==> config.mk <==
export PLATFORM = sky130hd
export DESIGN_NAME = syncFramePacker
export DESIGN_NICKNAME = d
export VERILOG_FILES = /design/src/rtl/sfpPkg.sv /design/src/rtl/sfpControl.sv /design/src/rtl/sfpDatapath.sv /design/src/rtl/syncFramePacker.sv
export SDC_FILE = /design/constraint.sdc
export NUM_CORES = 1
export LEC_CHECK = 0
export ABC_CLOCK_PERIOD_IN_PS = 5150
export BUFFER_PORTS_ARGS = -buffer_cell sky130_fd_sc_hd__buf_2
export CAP_MARGIN = 30
export CORE_ASPECT_RATIO = 1.75
export CORE_UTILIZATION = 50
export DETAILED_ROUTE_END_ITERATION = 6
export GPL_TIMING_DRIVEN = 0
export PLACE_DENSITY = 0.7
export SYNTH_ARGS = -nofsm -noshare
export SYNTH_HDL_FRONTEND = slang
export SYNTH_SLANG_ARGS = --single-unit
==> constraint.sdc <==
create_clock -name clk -period 5.15 [get_ports clk]
set_input_delay 0.515 -clock clk [delete_from_list [all_inputs] [get_ports clk]]
set_output_delay 0.515 -clock clk [all_outputs]
set_load 0.05 [all_outputs]
==> src/rtl/sfpPkg.sv <==
package sfpPkg;

  // Strobes from control to datapath
  typedef struct packed {
    logic sweepGo;      // sweep accepted: latch modes, build framing bytes
    logic popFrame;     // move next framing byte into the output register
    logic takeSample;   // move sample byte into the output register
    logic syncRestart;  // stream resumed: count back to first value
  } sfpCtrl_t;

  typedef enum logic [1:0] {
    PROTO_NONE   = 2'd0,
    PROTO_PACKED = 2'd1,
    PROTO_ALT    = 2'd2,
    PROTO_BOTH   = 2'd3
  } sfpProto_e;

endpackage

==> src/rtl/sfpControl.sv <==
module sfpControl
  import sfpPkg::*;
(
  input  logic       clk,
  input  logic       rstN,
  input  logic       runEn,
  input  logic       sweepStart,
  input  logic       sampleValid,
  input  logic       outReady,
  input  logic [1:0] frameLen,
  output sfpCtrl_t   ctrl,
  output logic       sampleReady,
  output logic       outValid
);

  logic       runQ;
  logic [1:0] framePend;
  logic       outValidQ;
  logic       sweepGo;
  logic       loadOk;
  logic       popFrame;
  logic       slotFree;
  logic       takeSample;

  always_comb begin
    sweepGo    = sweepStart & runEn;
    loadOk     = ~outValidQ | outReady;
    popFrame   = runEn & ~sweepGo & (framePend != 2'd0) & loadOk;
    slotFree   = runEn & ~sweepGo & (framePend == 2'd0) & loadOk;
    takeSample = slotFree & sampleValid;
  end

  assign sampleReady      = ~runEn | slotFree;
  assign outValid         = outValidQ;
  assign ctrl.sweepGo     = sweepGo;
  assign ctrl.popFrame    = popFrame;
  assign ctrl.takeSample  = takeSample;
  assign ctrl.syncRestart = runEn & ~runQ;

  always_ff @(posedge clk) begin
    if (!rstN) begin
      runQ      <= 1'b0;
      framePend <= 2'd0;
      outValidQ <= 1'b0;
    end else begin
      runQ <= runEn;
      if (!runEn)        framePend <= 2'd0;
      else if (sweepGo)  framePend <= frameLen;
      else if (popFrame) framePend <= framePend - 2'd1;

      if (popFrame | takeSample) outValidQ <= 1'b1;
      else if (outReady)         outValidQ <= 1'b0;
    end
  end

endmodule

==> src/rtl/sfpDatapath.sv <==
module sfpDatapath
  import sfpPkg::*;
#(
  parameter int DATA_W = 8,
  parameter int WID_W  = 4
)(
  input  logic              clk,
  input  logic              rstN,
  input  sfpCtrl_t          ctrl,
  input  logic              modeNoSync,
  input  logic              modeBoth,
  input  logic              modeAlt,
  input  logic              modeAllowZero,
  input  logic [WID_W-1:0]  syncWidth,
  input  logic [DATA_W-1:0] portIn,
  input  logic [DATA_W-1:0] sampleData,
  output logic [1:0]        frameLen,
  output logic [DATA_W-1:0] outData,
  output logic              zeroOk
);

  localparam logic [WID_W-1:0]  MIN_W    = WID_W'(2);
  localparam logic [WID_W-1:0]  MAX_W    = WID_W'(DATA_W);
  localparam logic [DATA_W-1:0] ONE      = DATA_W'(1);
  localparam logic [DATA_W-1:0] ALT_MAX  = DATA_W'((1 << DATA_W) - 3);
  localparam logic [DATA_W-1:0] BOTH_MAX = DATA_W'((1 << DATA_W) - 2);

  sfpProto_e         protoSel;
  logic [WID_W-1:0]  widthEff;
  logic [WID_W-1:0]  shAmt;
  logic [DATA_W:0]   packedMax;
  logic [DATA_W-1:0] packedByte;

  logic [DATA_W-1:0] syncCnt;
  logic              altPhase;
  logic [DATA_W-1:0] curCnt;
  logic              curPhase;

  logic [DATA_W-1:0] fb0, fb1, nextCnt;
  logic              nextPhase;

  logic [DATA_W-1:0] fbQ0, fbQ1;
  logic              allowZeroQ;
  logic [DATA_W-1:0] outDataQ;

  // Protocol priority: no-sync, then both, then alternate, then packed
  always_comb begin
    if (modeNoSync)    protoSel = PROTO_NONE;
    else if (modeBoth) protoSel = PROTO_BOTH;
    else if (modeAlt)  protoSel = PROTO_ALT;
    else               protoSel = PROTO_PACKED;
  end

  always_comb begin
    if (syncWidth < MIN_W)      widthEff = MIN_W;
    else if (syncWidth > MAX_W) widthEff = MAX_W;
    else                        widthEff = syncWidth;
    shAmt     = MAX_W - widthEff;
    packedMax = ({{DATA_W{1'b0}}, 1'b1} << widthEff) - (DATA_W+1)'(1);
  end

  // A resume in the same cycle as a sweep start uses the restart values
  assign curCnt   = ctrl.syncRestart ? ONE : syncCnt;
  assign curPhase = ctrl.syncRestart ? 1'b0 : altPhase;

  assign packedByte = (curCnt << shAmt) | (portIn >> widthEff);

  always_comb begin
    fb0       = '0;
    fb1       = '0;
    nextCnt   = curCnt;
    nextPhase = curPhase;
    frameLen  = 2'd0;
    unique case (protoSel)
      PROTO_NONE: begin
        frameLen = 2'd0;
      end
      PROTO_PACKED: begin
        frameLen = 2'd1;
        fb0      = packedByte;
        nextCnt  = ({1'b0, curCnt} >= packedMax) ? ONE : curCnt + ONE;
      end
      PROTO_ALT: begin
        frameLen  = 2'd1;
        nextPhase = ~curPhase;
        if (!curPhase) begin
          fb0     = curCnt;
          nextCnt = (curCnt >= ALT_MAX) ? ONE : curCnt + DATA_W'(2);
        end else begin
          fb0 = portIn;
        end
      end
      PROTO_BOTH: begin
        frameLen = 2'd2;
        fb0      = curCnt;
        fb1      = portIn;
        nextCnt  = (curCnt >= BOTH_MAX) ? ONE : curCnt + ONE;
      end
      default: frameLen = 2'd0;
    endcase
  end

  function automatic logic [DATA_W-1:0] fixZero(input logic [DATA_W-1:0] b,
                                                input logic allow);
    return (!allow && b == '0) ? ONE : b;
  endfunction

  always_ff @(posedge clk) begin
    if (!rstN) begin
      syncCnt    <= ONE;
      altPhase   <= 1'b0;
      fbQ0       <= '0;
      fbQ1       <= '0;
      allowZeroQ <= 1'b0;
      outDataQ   <= '0;
    end else begin
      if (ctrl.sweepGo) begin
        syncCnt    <= nextCnt;
        altPhase   <= nextPhase;
        fbQ0       <= fb0;
        fbQ1       <= fb1;
        allowZeroQ <= modeAllowZero;
      end else begin
        if (ctrl.syncRestart) begin
          syncCnt  <= ONE;
          altPhase <= 1'b0;
        end
        if (ctrl.popFrame) begin
          fbQ0 <= fbQ1;
        end
      end
      if (ctrl.popFrame)        outDataQ <= fixZero(fbQ0, allowZeroQ);
      else if (ctrl.takeSample) outDataQ <= fixZero(sampleData, allowZeroQ);
    end
  end

  assign outData = outDataQ;
  assign zeroOk  = allowZeroQ;

endmodule

==> src/rtl/syncFramePacker.sv <==
module syncFramePacker
  import sfpPkg::*;
#(
  parameter int DATA_W = 8,
  parameter int WID_W  = 4
)(
  input  logic              clk,
  input  logic              rstN,
  input  logic              runEn,
  input  logic              sweepStart,
  input  logic              modeNoSync,
  input  logic              modeBoth,
  input  logic              modeAlt,
  input  logic              modeAllowZero,
  input  logic [WID_W-1:0]  syncWidth,
  input  logic [DATA_W-1:0] portIn,
  input  logic              sampleValid,
  input  logic [DATA_W-1:0] sampleData,
  output logic              sampleReady,
  output logic              outValid,
  output logic [DATA_W-1:0] outData,
  input  logic              outReady
);

  sfpCtrl_t   ctrl;
  logic [1:0] frameLen;
  logic       zeroOk;

  sfpControl u_ctrl (
    .clk         (clk),
    .rstN        (rstN),
    .runEn       (runEn),
    .sweepStart  (sweepStart),
    .sampleValid (sampleValid),
    .outReady    (outReady),
    .frameLen    (frameLen),
    .ctrl        (ctrl),
    .sampleReady (sampleReady),
    .outValid    (outValid)
  );

  sfpDatapath #(.DATA_W(DATA_W), .WID_W(WID_W)) u_dp (
    .clk           (clk),
    .rstN          (rstN),
    .ctrl          (ctrl),
    .modeNoSync    (modeNoSync),
    .modeBoth      (modeBoth),
    .modeAlt       (modeAlt),
    .modeAllowZero (modeAllowZero),
    .syncWidth     (syncWidth),
    .portIn        (portIn),
    .sampleData    (sampleData),
    .frameLen      (frameLen),
    .outData       (outData),
    .zeroOk        (zeroOk)
  );

endmodule

# == Word level (Yosys, flattened, before mapping) ==
# Index checks and enable logic that the tools add are counted.
# word_totals
output_inout_bits,10
in_bits,30
reg_bits,38
wordCells,84
# classes
magnitude_cmp,5
reduce_logical,13
n_shift,3
bitwise_logic,17
n_addsub,5
eq_ne,3
muxes,29
# op_table
operator,n
$mux 8,14
$pmux 8 s3,2
$ge 8x8->1 const B,2
$logic_not 8->1,2
$mux 2,5
$ge 8x9->1,1
$shl 1x4->9 const A,1
$sub 9x1->9 const B,1
$add 8x1->8 const B,1
$add 8x2->8 const B,1
$and 1x1->1,8
$mux 4,2
$or 8x8->8,1
$reduce_bool 2->1,4
$shl 8x4->8,1
$shr 8x4->8,1
$pmux 2 s3,1
$mux 1,5
$not 1->1,5
$eq 2x2->1 const B,2
$gt 4x4->1 const B,1
$logic_not 2->1,2
$lt 4x2->1 const B,1
$sub 4x4->4 const A,1
other kinds (7),10

# == Logic depth before layout (Yosys ltp) ==
# logic_depth
word_depth,9
depth_mapped,18
mapped_depth_nobuf,16

# == Modules after synthesis ==
# A second synthesis with hierarchy kept.
# unflattened
cells_unflattened,455
area_unflattened_um2,3362.0
# modules_own_cells
module,area_each_um2,cells_each,n_inst,seq_area_each_um2
sfpDatapath,3118.0,423,1,680.7
sfpControl,244.0,32,1,80.1

# == Worst setup path before layout ==
# Ideal clock, no wire load.
# synth_path
path_kind,input to register
from,input syncWidth[0]
to,register u_dp.syncCnt[3]
required_ps,5018
stages,16
setup_ps,132
path_buffers,2
arrival_ps,3499
slack_ps,1520
path_cell_list,buf_4 > nor2_2 > nand2_1 > nand2_1 > ha_1 > nand2_1 > ha_1 > clkbuf_1 > nor4b_1 > a21oi_1 > ha_1 > nand4_1 > or3_1 > a221o_1 > a221oi_1 > nor3_1
# synth_between
elab_chain_len,9
elab_cells_between_ends,10
classes_between,add/sub: 1; order compare: 3; shift: 1; mux: 5
# synth_rtl
item,line,text
start: declaration,syncFramePacker.sv:15,"input logic [WID_W-1:0] syncWidth,"
$gt 4x4->1,sfpDatapath.sv:56,else if (syncWidth > MAX_W) widthEff = MAX_W;
$mux 4,sfpDatapath.sv:56,
$mux 4 *,sfpDatapath.sv:55,if (syncWidth < MIN_W) widthEff = MIN_W;
$shl 1x4->9 *,sfpDatapath.sv:59,"packedMax = ({{DATA_W{1'b0}}, 1'b1} << widthEff) - (DATA_W+1)'(1);"
$sub 9x1->9 *,sfpDatapath.sv:59,
$ge 8x9->1 *,sfpDatapath.sv:81,"nextCnt = ({1'b0, curCnt} >= packedMax) ? ONE : curCnt + ONE;"
$mux 8 *,sfpDatapath.sv:81,
$pmux 8 s3 *,sfpDatapath.sv:74,unique case (protoSel)
$mux 8 *,sfpDatapath.sv:117,if (ctrl.sweepGo) begin
end signal: assignment,sfpDatapath.sv:118,syncCnt <= nextCnt;
end: declaration,sfpDatapath.sv:34,logic [DATA_W-1:0] syncCnt;
# Every way passes the cells marked *; elsewhere a longest branch is shown, timed or not.
# A chain may end at the register's enable or synchronous reset.

# == Worst setup path in the final report ==
# layout_path
from,input syncWidth[0]
to,register u_dp.syncCnt[4]
# The elaborated chain is that of the path after synthesis.

==> impl_metrics.json <==
{
  "drv_cap": 0,
  "synth_ff_type": "dfxtp_1",
  "clk_latency_ns": 0.29,
  "drc_errors": 0,
  "gp_congestion": 0.9693,
  "cts-hold-fix-buffers": 0,
  "status": "completed",
  "dpl.cell_count": 578,
  "wl_per_cell_microns": 18.82,
  "cts_buffer_depth": 2,
  "post-route-min-period_ns": 3.998,
  "die_w_microns": 64.26,
  "worst_pin_slew_ns": 0.8515,
  "drv_slew": 0,
  "syn_to_final_growth_pct": 14.35,
  "postRouteAntennaNets": 0,
  "start_util_pct": 51.88,
  "r2r_cells": 12,
  "fin_cells": 586,
  "die_h_microns": 111.0,
  "row_count": 39,
  "finalClockSkew_ns": 0.003596,
  "post_cts_buffers": 0,
  "worstSetupEndpointType": "flop",
  "worst-path-buf-inv": 3,
  "irDropWorstVdd_v": 0.0002731,
  "hold_violations": 0,
  "cts-buffers-inserted": 5,
  "yosys_register_bits": 38,
  "synthDistinctLibCells": 67,
  "grt_pass1_vias": 3621,
  "worst_setup_path_start_kind": "input port",
  "worstPathCellList": "buf_2 > buf_4 > nor2_2 > nand2_1 > nand2_1 > ha_1 > nand2_1 > ha_1 > clkbuf_1 > nor4b_1 > a21oi_1 > ha_1 > nand4_1 > or3_1 > a221o_1 > a221oi_1 > nor3_1",
  "dpl.hpwl_microns": 8423,
  "io_buffers": 37,
  "syn_area_sq_mm": 0.003392,
  "wl_microns": 11030,
  "leakage_nw": 1.624,
  "max_stage_delay_ns": 0.43,
  "power.density_mw_per_mm2": 242.4,
  "cts_tree": "done",
  "cp_slowest_cell": "a221o_1",
  "synthArstFlopShare_pct": 0,
  "overflow": 0,
  "cp_top_family": "simple AND/OR/NAND/NOR gates",
  "hold_depth": 2,
  "fin_nets": 555,
  "finalSetupViolCount": 0,
  "clk_pin_slew_worst_paths_ns": 0.06,
  "syn_inst": 459,
  "cts-root-buf": "clkbuf_16",
  "required_ns": 5.31,
  "grt_use_total_pct": 32.08,
  "hold_path_class": "reg -> reg",
  "seqCellArea_sq_um": 760.7,
  "drive_above_1_share_pct": 14.09,
  "slew_headroom_pct": 42.97,
  "via_per_inst": 6.387,
  "io_pins": 40,
  "n_fill_cell": 682,
  "crit_fanout": 10,
  "synth_nets": 511,
  "cts.htree.levels": 2,
  "coreArea_sq_mm": 0.006539,
  "grt_first_pass_wirelength_microns": 17530,
  "path_depth": 17,
  "yosysSeqAreaShare_pct": 22.43,
  "fmax_ghz": 0.2501,
  "multiInputGateArea_sq_mm": 0.002394,
  "drtPass1Iterations": 5,
  "path_class": "in -> reg",
  "design.die.area_sq_mm": 0.007130,
  "first_iter_violations": 265,
  "final_util_pct": 59.32,
  "grt_max_degree": 13,
  "synth_edf_count": 0,
  "period_share_pct": 77.63,
  "crit_arrival_ns": 4.15,
  "antenna-diode-count": 0,
  "rsz0062_at_grt": "false",
  "ctsResizeCount": 0,
  "synth_area_per_cell_sq_um": 7.390,
  "cts_sinks": 38,
  "reg2reg_slack_ns": 2.18,
  "yosys_warnings": 0,
  "antenna_found_initial": 0,
  "vias": 3743,
  "setup_tns_ns": 0
}
## area by class of cell
class	instances	area share, %
Clock buffer	6	3.581
Tap cell	82	2.645
Multi-Input combinational cell	365	61.71
Buffer	37	4.290
Inverter	19	1.839
Timing Repair Buffer	37	4.774
Sequential cell	38	19.61
Clock inverter	2	1.548
## power breakdown
group | switching [mW] | internal [mW] | leakage (nW) | total, mW
combinational | 0.132 | 0.0715 | 1.22 | 0.203
clock | 0.134 | 0.291 | 0.0971 | 0.425
sequential | 0.00788 | 0.304 | 0.309 | 0.312
total | 0.273 | 0.667 | 1.62 | 0.940
## flip-flops by register name, indices dropped and copies added, names as in the netlist, 2 cells and up
| signal | flops |
|---|---|
| u_dp.fbQ0 | 8 |
| u_ctrl.framePend | 2 |
| u_dp.fbQ1 | 8 |
| u_dp.outData | 8 |
| u_dp.syncCnt | 8 |
## synthesized netlist by cell type, drive strengths merged (7+ instances only)
cell    instances  share of area (%)
a21oi          31                4.6
a221oi          7                1.8
a31oi           9                1.7
and3            8                1.5
buf            10                1.9
clkbuf         27                3.0
dfxtp          38                 22
ha             22                8.1
inv            19                2.1
mux2            7                2.3
mux2i           9                2.7
nand2          62                6.9
nand2b         11                2.0
nand3          25                3.7
nor2           35                4.0
nor3            9                1.3
o21ai          27                4.0
## path summary, 6_finish.rpt
check	from	endpoint
min	u_dp.fbQ1[0]$_SDFFE_PN0P_	u_dp.fbQ1[0]$_SDFFE_PN0P_
min reg2reg	u_dp.fbQ1[0]$_SDFFE_PN0P_	u_dp.fbQ1[0]$_SDFFE_PN0P_
max	syncWidth[0]	u_dp.syncCnt[4]$_SDFF_PN0_
max reg2reg	u_ctrl.runQ$_SDFF_PN0_	u_dp.syncCnt[4]$_SDFF_PN0_
## worst register-to-register path: cells and delay by family (launching register included)
family,cells,cell delay [ns]
flip-flops,1,0.35
buffers and inverters,3,0.56
AND/OR/NAND/NOR,5,0.74
AO/OA/AOI/OAI,3,0.88
adder cells (fa/ha/maj),1,0.32
## cell families after synthesis
logic type                 synth area share, %
and+or+nand+nor                          26.26
AOI/OAI and AO/OA                        26.04
buffers and inverters                    7.008
DFF                                      22.43
adders and majority gates                8.115
muxes                                    7.193
xor gates and xnor gates                 2.840
other                                   0.1106
## layer usage
metal  track usage [%]  vias to the layer above  wire (microns)
met2             58.88                      184            5894
met4             23.70                        0             711
li1                  -                     1761               -
met3             4.527                       50             562
met1             31.03                     1748            3860
met5                 0                        -               0
## through the flow
stage | hold WS, ns | instance area [sq um] | setup WS, ns | total power [mW]
floorplan | 0.4268 | 3392 | 1.520 | 0.4554
global placement | 0.4342 | 3680 | 0.8769 | 0.5129
detailed placement | 0.4458 | 3680 | 0.8583 | 0.5164
CTS | 0.4541 | 3879 | 1.154 | 0.9352
global route | 0.4760 | 3879 | 0.8850 | 0.9705
finish | 0.4545 | 3879 | 1.152 | 0.9402
## placed cells by master (no fill, tap or decap), drive strengths merged, types with 4 or more instances in the layout
cell type / synthesis / layout
nand2b: 11 / 11
clkbuf: 27 / 33
nand3: 25 / 25
nor3: 9 / 9
a221oi: 7 / 7
a31oi: 9 / 9
xor2: 6 / 6
and2: 6 / 6
o21ai: 27 / 27
nor2b: 6 / 6
nand2: 62 / 62
xnor2: 5 / 5
dfxtp: 38 / 38
mux2: 7 / 7
inv: 19 / 19
a21o: 5 / 5
nor2: 35 / 35
nor4: 5 / 5
buf: 10 / 47
ha: 22 / 22
and3: 8 / 8
or3: 4 / 4
a311oi: 6 / 6
a211oi: 6 / 6
mux2i: 9 / 9
a21oi: 31 / 31
No activity file was read; power rests on OpenSTA's default activity.
